### config.mk
export PLATFORM = sky130hd
export DESIGN_NAME = tlbx_top
export DESIGN_NICKNAME = d
export VERILOG_FILES = /design/src/rtl/tlbx_pkg.sv /design/src/rtl/tlbx_way_store.sv /design/src/rtl/tlbx_victim.sv /design/src/rtl/tlbx_top.sv
export SDC_FILE = /design/constraint.sdc
export NUM_CORES = 1
export LEC_CHECK = 0
export ABC_AREA = 0
export BUFFER_PORTS_ARGS = -buffer_cell sky130_fd_sc_hd__buf_2
export CAP_MARGIN = 20
export CORE_UTILIZATION = 50
export CTS_CLUSTER_DIAMETER = 120
export DETAILED_ROUTE_END_ITERATION = 8
export PLACE_DENSITY = 0.74
export SETUP_SLACK_MARGIN = 0.5
export SYNTH_ARGS = -nofsm -noshare
export SYNTH_HDL_FRONTEND = slang
export SYNTH_HIERARCHICAL = 1
export SYNTH_SLANG_ARGS = --single-unit
### constraint.sdc
create_clock -name clk -period 12.5 [get_ports clk]
set_input_delay 2.5 -clock clk [delete_from_list [all_inputs] [get_ports clk]]
set_output_delay 2.5 -clock clk [all_outputs]
set_load 0.02 [all_outputs]
### src/rtl/tlbx_pkg.sv
package tlbx_pkg;

  typedef enum logic [1:0] {
    ACC_LOAD  = 2'd0,
    ACC_STORE = 2'd1,
    ACC_FETCH = 2'd2,
    ACC_ALT   = 2'd3
  } acc_e;

  localparam int PERM_W = 3;
  localparam int PERM_R = 0;
  localparam int PERM_WR = 1;
  localparam int PERM_X = 2;

endpackage

### src/rtl/tlbx_way_store.sv
module tlbx_way_store #(
  parameter int SETS   = 4,
  parameter int TAG_W  = 6,
  parameter int ASID_W = 4,
  parameter int PPN_W  = 6,
  localparam int SET_W = $clog2(SETS),
  localparam int PAY_W = TAG_W + ASID_W + PPN_W + tlbx_pkg::PERM_W + 1
) (
  input  logic                        clk,
  input  logic                        rst,
  input  logic                        flush_i,
  input  logic                        wr_en_i,
  input  logic [SET_W-1:0]            wr_set_i,
  input  logic [TAG_W-1:0]            wr_tag_i,
  input  logic [ASID_W-1:0]           wr_asid_i,
  input  logic [PPN_W-1:0]            wr_ppn_i,
  input  logic [tlbx_pkg::PERM_W-1:0] wr_perm_i,
  input  logic                        wr_dirty_i,
  input  logic [SET_W-1:0]            rd_set_i,
  output logic                        rd_valid_o,
  output logic [TAG_W-1:0]            rd_tag_o,
  output logic [ASID_W-1:0]           rd_asid_o,
  output logic [PPN_W-1:0]            rd_ppn_o,
  output logic [tlbx_pkg::PERM_W-1:0] rd_perm_o,
  output logic                        rd_dirty_o,
  output logic [SETS-1:0]             valid_vec_o
);

  // Payload kept in a reset-free array so it maps to distributed RAM.
  logic [PAY_W-1:0] mem_q [SETS];
  logic [SETS-1:0]  valid_q;

  always_ff @(posedge clk) begin
    if (wr_en_i) begin
      mem_q[wr_set_i] <= {wr_tag_i, wr_asid_i, wr_ppn_i, wr_perm_i, wr_dirty_i};
    end
  end

  always_ff @(posedge clk) begin
    if (rst || flush_i) begin
      valid_q <= '0;
    end else if (wr_en_i) begin
      valid_q[wr_set_i] <= 1'b1;
    end
  end

  assign {rd_tag_o, rd_asid_o, rd_ppn_o, rd_perm_o, rd_dirty_o} = mem_q[rd_set_i];
  assign rd_valid_o  = valid_q[rd_set_i];
  assign valid_vec_o = valid_q;


  flush_clears_chk: assert property (@(posedge clk) disable iff (rst)
    flush_i |=> (valid_vec_o == '0));


  fill_lands_chk: assert property (@(posedge clk) disable iff (rst)
    (wr_en_i && !flush_i) |=> valid_q[$past(wr_set_i)]);

endmodule

### src/rtl/tlbx_victim.sv
module tlbx_victim #(
  parameter int SETS = 4,
  parameter int WAYS = 4,
  localparam int SET_W = $clog2(SETS),
  localparam int WAY_W = $clog2(WAYS)
) (
  input  logic             clk,
  input  logic             rst,
  input  logic             flush_i,
  input  logic             fill_i,
  input  logic [SET_W-1:0] set_i,
  input  logic [WAYS-1:0]  valid_i,
  output logic [WAY_W-1:0] way_o
);

  logic [SETS*WAY_W-1:0] rr_q;
  logic [WAY_W-1:0]      rr_sel;
  logic                  set_full;

  assign rr_sel   = rr_q[int'(set_i)*WAY_W +: WAY_W];
  assign set_full = &valid_i;

  always_comb begin
    logic found;
    found = 1'b0;
    way_o = rr_sel;
    for (int w = 0; w < WAYS; w++) begin
      if (!valid_i[w] && !found) begin
        way_o = WAY_W'(w);
        found = 1'b1;
      end
    end
  end

  always_ff @(posedge clk) begin
    if (rst || flush_i) begin
      rr_q <= '0;
    end else if (fill_i && set_full) begin
      rr_q[int'(set_i)*WAY_W +: WAY_W] <= rr_sel + 1'b1;
    end
  end


  free_way_first_chk: assert property (@(posedge clk) disable iff (rst)
    !set_full |-> !valid_i[way_o]);


  pointer_hold_chk: assert property (@(posedge clk) disable iff (rst)
    (!flush_i && !(fill_i && set_full)) |=> $stable(rr_q));

endmodule

### src/rtl/tlbx_top.sv
module tlbx_top #(
  parameter int VA_W   = 14,
  parameter int OFF_W  = 6,
  parameter int PPN_W  = 6,
  parameter int SETS   = 4,
  parameter int WAYS   = 4,
  parameter int ASID_W = 4,
  localparam int VPN_W = VA_W - OFF_W,
  localparam int SET_W = $clog2(SETS),
  localparam int TAG_W = VPN_W - SET_W,
  localparam int WAY_W = $clog2(WAYS),
  localparam int PA_W  = PPN_W + OFF_W
) (
  input  logic                        clk,
  input  logic                        rst,
  input  logic                        req_valid_i,
  input  logic [VA_W-1:0]             req_vaddr_i,
  input  logic [ASID_W-1:0]           req_asid_i,
  input  logic [1:0]                  req_acc_i,
  input  logic                        fill_valid_i,
  input  logic [VPN_W-1:0]            fill_vpn_i,
  input  logic [ASID_W-1:0]           fill_asid_i,
  input  logic [PPN_W-1:0]            fill_ppn_i,
  input  logic [tlbx_pkg::PERM_W-1:0] fill_perm_i,
  input  logic                        fill_dirty_i,
  input  logic                        flush_i,
  output logic                        rsp_valid_o,
  output logic                        rsp_hit_o,
  output logic                        rsp_miss_o,
  output logic                        rsp_fault_o,
  output logic [PA_W-1:0]             rsp_paddr_o,
  output logic                        rsp_dirty_o
);
  import tlbx_pkg::*;

  // Registered request
  logic              req_v_q;
  logic [VA_W-1:0]   req_va_q;
  logic [ASID_W-1:0] req_asid_q;
  acc_e              req_acc_q;

  always_ff @(posedge clk) begin
    if (rst) begin
      req_v_q    <= 1'b0;
      req_va_q   <= '0;
      req_asid_q <= '0;
      req_acc_q  <= ACC_LOAD;
    end else begin
      req_v_q <= req_valid_i;
      if (req_valid_i) begin
        req_va_q   <= req_vaddr_i;
        req_asid_q <= req_asid_i;
        req_acc_q  <= acc_e'(req_acc_i);
      end
    end
  end

  logic [SET_W-1:0] look_set;
  logic [TAG_W-1:0] look_tag;
  assign look_set = req_va_q[OFF_W +: SET_W];
  assign look_tag = req_va_q[VA_W-1 -: TAG_W];

  // Fill side
  logic [SET_W-1:0] fill_set;
  logic [TAG_W-1:0] fill_tag;
  logic [WAY_W-1:0] victim_way;
  logic             fill_go;
  assign fill_set = fill_vpn_i[SET_W-1:0];
  assign fill_tag = fill_vpn_i[VPN_W-1 -: TAG_W];
  assign fill_go  = fill_valid_i && !flush_i;

  logic [SETS-1:0]       way_valid_vec [WAYS];
  logic [WAYS-1:0]       fill_set_valid;
  logic [WAYS-1:0]       rd_valid;
  logic [TAG_W-1:0]      rd_tag   [WAYS];
  logic [ASID_W-1:0]     rd_asid  [WAYS];
  logic [PPN_W-1:0]      rd_ppn   [WAYS];
  logic [PERM_W-1:0]     rd_perm  [WAYS];
  logic [WAYS-1:0]       rd_dirty;
  logic [WAYS-1:0]       way_match;

  for (genvar w = 0; w < WAYS; w++) begin : g_way
    tlbx_way_store #(
      .SETS(SETS), .TAG_W(TAG_W), .ASID_W(ASID_W), .PPN_W(PPN_W)
    ) store_i (
      .clk        (clk),
      .rst        (rst),
      .flush_i    (flush_i),
      .wr_en_i    (fill_go && (victim_way == WAY_W'(w))),
      .wr_set_i   (fill_set),
      .wr_tag_i   (fill_tag),
      .wr_asid_i  (fill_asid_i),
      .wr_ppn_i   (fill_ppn_i),
      .wr_perm_i  (fill_perm_i),
      .wr_dirty_i (fill_dirty_i),
      .rd_set_i   (look_set),
      .rd_valid_o (rd_valid[w]),
      .rd_tag_o   (rd_tag[w]),
      .rd_asid_o  (rd_asid[w]),
      .rd_ppn_o   (rd_ppn[w]),
      .rd_perm_o  (rd_perm[w]),
      .rd_dirty_o (rd_dirty[w]),
      .valid_vec_o(way_valid_vec[w])
    );
    assign fill_set_valid[w] = way_valid_vec[w][fill_set];
    assign way_match[w] = rd_valid[w] && (rd_tag[w] == look_tag)
                          && (rd_asid[w] == req_asid_q);
  end

  tlbx_victim #(.SETS(SETS), .WAYS(WAYS)) victim_i (
    .clk     (clk),
    .rst     (rst),
    .flush_i (flush_i),
    .fill_i  (fill_go),
    .set_i   (fill_set),
    .valid_i (fill_set_valid),
    .way_o   (victim_way)
  );

  // Way selection (OR-mux over at most one match)
  logic              any_match;
  logic [PPN_W-1:0]  sel_ppn;
  logic [PERM_W-1:0] sel_perm;
  logic              sel_dirty;

  always_comb begin
    any_match = 1'b0;
    sel_ppn   = '0;
    sel_perm  = '0;
    sel_dirty = 1'b0;
    for (int w = 0; w < WAYS; w++) begin
      if (way_match[w]) begin
        any_match = 1'b1;
        sel_ppn   = sel_ppn | rd_ppn[w];
        sel_perm  = sel_perm | rd_perm[w];
        sel_dirty = sel_dirty | rd_dirty[w];
      end
    end
  end

  logic allowed;
  always_comb begin
    case (req_acc_q)
      ACC_STORE: allowed = sel_perm[PERM_WR];
      ACC_FETCH: allowed = sel_perm[PERM_X];
      default:   allowed = sel_perm[PERM_R];
    endcase
  end

  assign rsp_valid_o = req_v_q;
  assign rsp_hit_o   = req_v_q && any_match && allowed;
  assign rsp_fault_o = req_v_q && any_match && !allowed;
  assign rsp_miss_o  = req_v_q && !any_match;
  assign rsp_paddr_o = rsp_hit_o ? {sel_ppn, req_va_q[OFF_W-1:0]} : '0;
  assign rsp_dirty_o = rsp_hit_o && sel_dirty;


  one_outcome_chk: assert property (@(posedge clk) disable iff (rst)
    rsp_valid_o |-> ($countones({rsp_hit_o, rsp_miss_o, rsp_fault_o}) == 1));


  idle_silent_chk: assert property (@(posedge clk) disable iff (rst)
    !rsp_valid_o |-> ({rsp_hit_o, rsp_miss_o, rsp_fault_o} == 3'b000));


  resp_timing_chk: assert property (@(posedge clk) disable iff (rst)
    !$past(rst) |-> (rsp_valid_o == $past(req_valid_i)));


  offset_pass_chk: assert property (@(posedge clk) disable iff (rst)
    (!$past(rst) && rsp_hit_o) |-> (rsp_paddr_o[OFF_W-1:0] == $past(req_vaddr_i[OFF_W-1:0])));


  no_hit_zero_chk: assert property (@(posedge clk) disable iff (rst)
    !rsp_hit_o |-> (rsp_paddr_o == '0 && !rsp_dirty_o));

endmodule

==> results of run 1 <==
cell usage after synthesis (all sizes together):
cell type  instances  area share
nor3b             11      0.0063
clkbuf             4      0.0010
dfxtp             45       0.061
and2               1     0.00042
or2                1     0.00042
nand3b             2      0.0010
nand4              9      0.0046
nand2b             2     0.00085
mux2i             20       0.014
nor3               7      0.0047
buf               30       0.017
or3                5      0.0022
o41ai              3      0.0018
a222oi             1     0.00068
o211a              1     0.00068
nand2             19      0.0048
a22o               7      0.0047
o31ai              4      0.0020
and4               1     0.00059
nand3             20      0.0068
nor4              13      0.0096
edfxtp           320        0.65
and3b             10      0.0059
and3               5      0.0021
xnor2             39       0.028
inv                5      0.0013
a221oi             7      0.0041
nor2b              2     0.00085
a21boi             2      0.0010
xor2               1     0.00059
a21oi              5      0.0017
nor2              29      0.0074
o21a              16      0.0081
a21o               1     0.00051
mux4              90        0.14
ha                 7      0.0059
o21ai              1     0.00034
report_power, final:
group          switching, W  internal, W  leakage (nW)
clock              0.000443     0.000580         0.560
combinational     0.0000690    0.0000545          1.59
sequential        0.0000163      0.00133          3.25
final timing paths:
path	cells past startpoint	slack, ns	to
worst max-delay path	9	4.60	rsp_paddr_o[2]
worst min-delay path	2	0.45	victim_i/rr_q[6]$_SDFFE_PP0P_
worst max register to register	6	9.50	g_way[0].store_i/mem_q[2][13]$_DFFE_PP_
worst min register to register	2	0.45	victim_i/rr_q[6]$_SDFFE_PP0P_
per-layer routing:
layer  routed length (um)  global-route usage
met5                    0                   0
met4                  757              0.0702
met3                 2200              0.0365
met2                14500               0.319
met1                13400               0.302
flip-flops by register name (all words and copies together), names as in the netlist:
name	cells
g_way.store_i/mem_q	320
g_way.store_i/valid_vec_o	16
req_va_q	14
victim_i/rr_q	8
req_asid_q	4
req_acc_q	2
rsp_valid_o	1
metrics by stage:
step                cell area, um2  std cells  total power (W)
finish                       16600       1240          0.00250
global route                 16600       1240          0.00257
CTS                          16600       1239          0.00251
detailed placement           15500       1175          0.00150
global placement             15500       1175          0.00150
floorplan                    14800        746          0.00146
cell families (layout without fill, tap and decap cells):
| kind of cell | Yosys count | after routing | synth area share |
|---|---|---|---|
| flip-flops | 365 | 365 | 0.710 |
| AND/OR/NAND/NOR | 137 | 137 | 0.0585 |
| multiplexers | 110 | 110 | 0.152 |
| AO/OA/AOI/OAI | 48 | 48 | 0.0257 |
| XOR/XNOR | 40 | 40 | 0.0285 |
| buffers and inverters | 39 | 148 | 0.0194 |
| adder cells (fa/ha/maj) | 7 | 7 | 0.00592 |
| other | 0 | 1 | 0 |
critical path, cell delays in order (launching register included):
cell and delay (ns):
dfxtp_4 0.86, buf_4 0.83, mux4_2 0.61, xnor2_1 0.31, nand2_1 0.15, nor4_4 0.84, a222oi_1 0.22, a21o_1 0.50
nor3b_1 0.29, buf_2 0.20
layout make-up:
cell class	count	area, um2	share of cell area
antenna	1	2.50	0.000151
multi-input combinational	342	4020	0.242
timing repair buffer	79	435	0.0262
clock buffer	45	976	0.0588
inverter	5	18.8	0.00113
sequential	365	10500	0.634
clock inverter	19	145	0.00874
tap	384	480	0.0289
==> impl_metrics.json, run 1 <==
{
  "status": "finished clean",
  "ant_nets": 0,
  "max_freq_mhz": 127,
  "fin_nets": 884,
  "end_kind": "output port",
  "initialDrtViolationCount": 779,
  "cts-root-buf": "clkbuf_16",
  "drv_cap": 0,
  "cp_data_required_time_ns": 10.00,
  "clkTransAtPathRegs_ns": 0.06,
  "routedWlPerCell_um": 24.9,
  "reg2reg_from": "victim_i/rr_q[6]$_SDFFE_PP0P_",
  "synth_warnings": 6,
  "cts_setup_buffers": 0,
  "portBuffers": 63,
  "tns_ns": 0,
  "fp.coreArea_mm2": 0.0289,
  "antenna_found_initial": 1,
  "startpoint_type": "flip-flop",
  "post-route-min-period_ns": 7.90,
  "cts_buffers": 37,
  "powerDensity_mw_per_mm2": 150,
  "pre_cts_ws_ns": 5.12,
  "die_w_um": 174,
  "synth_cell_type_count": 47,
  "p_leak_nw": 5.40,
  "setup_ws_ns": 4.60,
  "die_h_um": 174,
  "wirelength_um": 30900,
  "vias_per_cell": 5.99,
  "tightest_slew_ns": 0.915,
  "syn-mean-instance-area_um2": 19.8,
  "relSlewSlack": 0.385,
  "setup_viol": 0,
  "gp_congestion": 0.857,
  "syn_inst": 746,
  "cts-hold-fix-buffers": 0,
  "rows": 62,
  "vdd_drop_max_v": 0.0000954,
  "synth.net_count": 800,
  "grt_pass1_wl_um": 46200,
  "drv_slew": 0,
  "synthToLayoutAreaGrowth_pct": 12.2,
  "io_pins": 64,
  "drcViolationCount": 0,
  "hold_class": "reg -> reg",
  "clockBufferDepth": 3,
  "final-hold-violation-count": 0,
  "final_cell_mix": "edfxtp_1, mux4_2, buf_2, dfxtp_1, clkbuf_16",
  "insertion_delay_ns": 0.52,
  "vias": 7430,
  "arrival_ns": 5.40,
  "startpoint": "req_va_q[6]$_SDFFE_PP0P_",
  "synth_seq_cells": 365,
  "fp.dieArea_mm2": 0.0303,
  "post-route-util": 0.574,
  "htreeDepth": 2,
  "dp_hpwl_um": 18900,
  "cts-resized-gates": 0,
  "drive_gt1_frac": 0.302,
  "grtUsageTotal": 0.207,
  "grt_max_degree": 47,
  "start_util": 0.511,
  "fillerInstances": 2087,
  "first_pass_iters": 5,
  "min_period_over_period": 0.632,
  "fin_hold_ws_ns": 0.451,
  "crit_fanout": 46,
  "syn-cell-area_mm2": 0.0148,
  "layout_commonest_cell": "edfxtp_1",
  "finClkSkew_ns": 0.0107,
  "synth_seq_area_share": 0.710,
  "grt_pass1_vias": 7531,
  "rsz0062_at_grt": "no",
  "cts.sinks": 365,
  "cts_tree": "built",
  "hp-start": "victim_i/rr_q[6]$_SDFFE_PP0P_",
  "critical_path_class": "reg -> out",
  "overflow": 0
}
No activity file was read; power rests on OpenSTA's default activity.
==> run 2, diff against run 1 <==
clock period = 7.3 ns   (was 12.5 ns; I/O delays follow)
==> impl_metrics.json, run 2 (synthesized netlist as in run 1, its figures left out) <==
{
  "startpoint_type": "flip-flop",
  "cts_tree": "built",
  "powerDensity_mw_per_mm2": 259,
  "setup_viol": 0,
  "min_period_over_period": 0.811,
  "rows": 62,
  "ant_nets": 0,
  "largest_reg_flops": 320,
  "die_h_um": 174,
  "end_kind": "output port",
  "wirelength_um": 31100,
  "rsz0062_at_grt": "no",
  "p_leak_nw": 5.41,
  "vias": 7360,
  "cp_data_required_time_ns": 5.84,
  "layout_commonest_cell": "edfxtp_1",
  "cts-hold-fix-buffers": 0,
  "initialDrtViolationCount": 821,
  "fin_hold_ws_ns": 0.450,
  "portBuffers": 63,
  "fp.dieArea_mm2": 0.0303,
  "insertion_delay_ns": 0.50,
  "crit_slowest_cell": "nor4_4",
  "relSlewSlack": 0.400,
  "die_w_um": 174,
  "path_cells": "buf_12 > mux4_2 > xnor2_1 > nand3_1 > nor4_4 > a222oi_1 > a21o_1 > nor3b_1 > buf_2",
  "overflow": 0,
  "final-hold-violation-count": 0,
  "crit_family": "simple AND/OR/NAND/NOR gates",
  "path_buf_inv": 2,
  "placedInstanceArea_mm2": 0.0155,
  "tightest_slew_ns": 0.893,
  "max_freq_mhz": 169,
  "final_cells": 1239,
  "fin_nets": 883,
  "start_util": 0.511,
  "grt_pass1_vias": 7534,
  "final_cell_mix": "edfxtp_1, mux4_2, buf_2, dfxtp_1, clkbuf_16",
  "tns_ns": 0,
  "io_pins": 64,
  "drive_gt1_frac": 0.299,
  "drv_cap": 0,
  "cts.sinks": 365,
  "grtUsageTotal": 0.210,
  "gp_congestion": 0.853,
  "grt_pass1_wl_um": 46500,
  "drcViolationCount": 0,
  "vias_per_cell": 5.94,
  "final_area_mm2": 0.0166,
  "synthToLayoutAreaGrowth_pct": 12.5,
  "cts_buffers": 35,
  "htreeDepth": 2,
  "clockBufferDepth": 3,
  "dp_hpwl_um": 18400,
  "cts-resized-gates": 0,
  "cts_setup_buffers": 0,
  "routedWlPerCell_um": 25.1,
  "first_pass_iters": 5,
  "drv_slew": 0,
  "dp_cells": 1176,
  "fillerInstances": 2053,
  "status": "finished clean",
  "n_antenna_cell": 0,
  "cpPeakStageDelay_ns": 0.73,
  "grt_max_degree": 58,
  "finClkSkew_ns": 0.00886,
  "vdd_drop_max_v": 0.000147,
  "arrival_ns": 4.46,
  "fp.coreArea_mm2": 0.0289,
  "crit_fanout": 44,
  "antenna_found_initial": 0,
  "cts-root-buf": "clkbuf_16",
  "hold_class": "reg -> reg",
  "clkTransAtPathRegs_ns": 0.07,
  "largest_register": "g_way.store_i/mem_q",
  "critical_path_class": "reg -> out",
  "post-route-min-period_ns": 5.92
}
[run 2: changes by cell type in the layout (fill, tap and decap cells not counted), moves of 2 or more]
cell      change
clkinv_2      -6
clkinv_8      -2
clkbuf_8      +4
clkbuf_1      +4
inv_6         -2
[run 2: final timing paths]
path	startpoint	end	slack, ns	depth (start not counted)
max	req_va_q[6]$_SDFFE_PP0P_	rsp_paddr_o[2]	1.38	9
min	victim_i/rr_q[6]$_SDFFE_PP0P_	victim_i/rr_q[6]$_SDFFE_PP0P_	0.45	2
max reg2reg	g_way[3].store_i/valid_vec_o[3]$_SDFFE_PP0P_	g_way[1].store_i/mem_q[3][10]$_DFFE_PP_	4.44	7
min reg2reg	victim_i/rr_q[6]$_SDFFE_PP0P_	victim_i/rr_q[6]$_SDFFE_PP0P_	0.45	2
[run 2: cell type report]
cell class	instances	area, um2	area share
inverter	5	18.8	0.00113
clock buffer	53	1050	0.0629
timing repair buffer	80	455	0.0274
clock inverter	10	98.8	0.00594
multi-input combinational	342	4030	0.242
tap	384	480	0.0289
sequential	365	10500	0.632
[run 2: stage by stage]
step	total power [W]	setup WS [ns]	utilization
6_report	0.00430	1.38	0.575
4_1_cts	0.00433	1.38	0.575
3_5_place_dp	0.00257	1.95	0.536
3_3_place_gp	0.00256	2.00	0.536
2_1_floorplan	0.00250	2.62	-
5_1_grt	0.00442	1.05	0.575
[run 2: power by group]
part	total [W]	switching [W]	leakage (nW)	internal, W
clock	0.00178	0.000718	0.560	0.00106
sequential	0.00231	0.0000246	3.25	0.00228
combinational	0.000217	0.000122	1.60	0.0000951
total	0.00430	0.000864	5.41	0.00344
[run 2: tightest hold or removal path, delay by kind of cell, from the launching register on]
| kind | cells | cell delay, ns |
|---|---|---|
| flops | 1 | 0.31 |
| simple gates | 1 | 0.05 |
| compound gates | 1 | 0.05 |
[run 2: layer usage]
layer	track usage	wire (um)
met5	0	0
met4	0.0636	706
met3	0.0378	2250
met2	0.333	14800
met1	0.298	13400
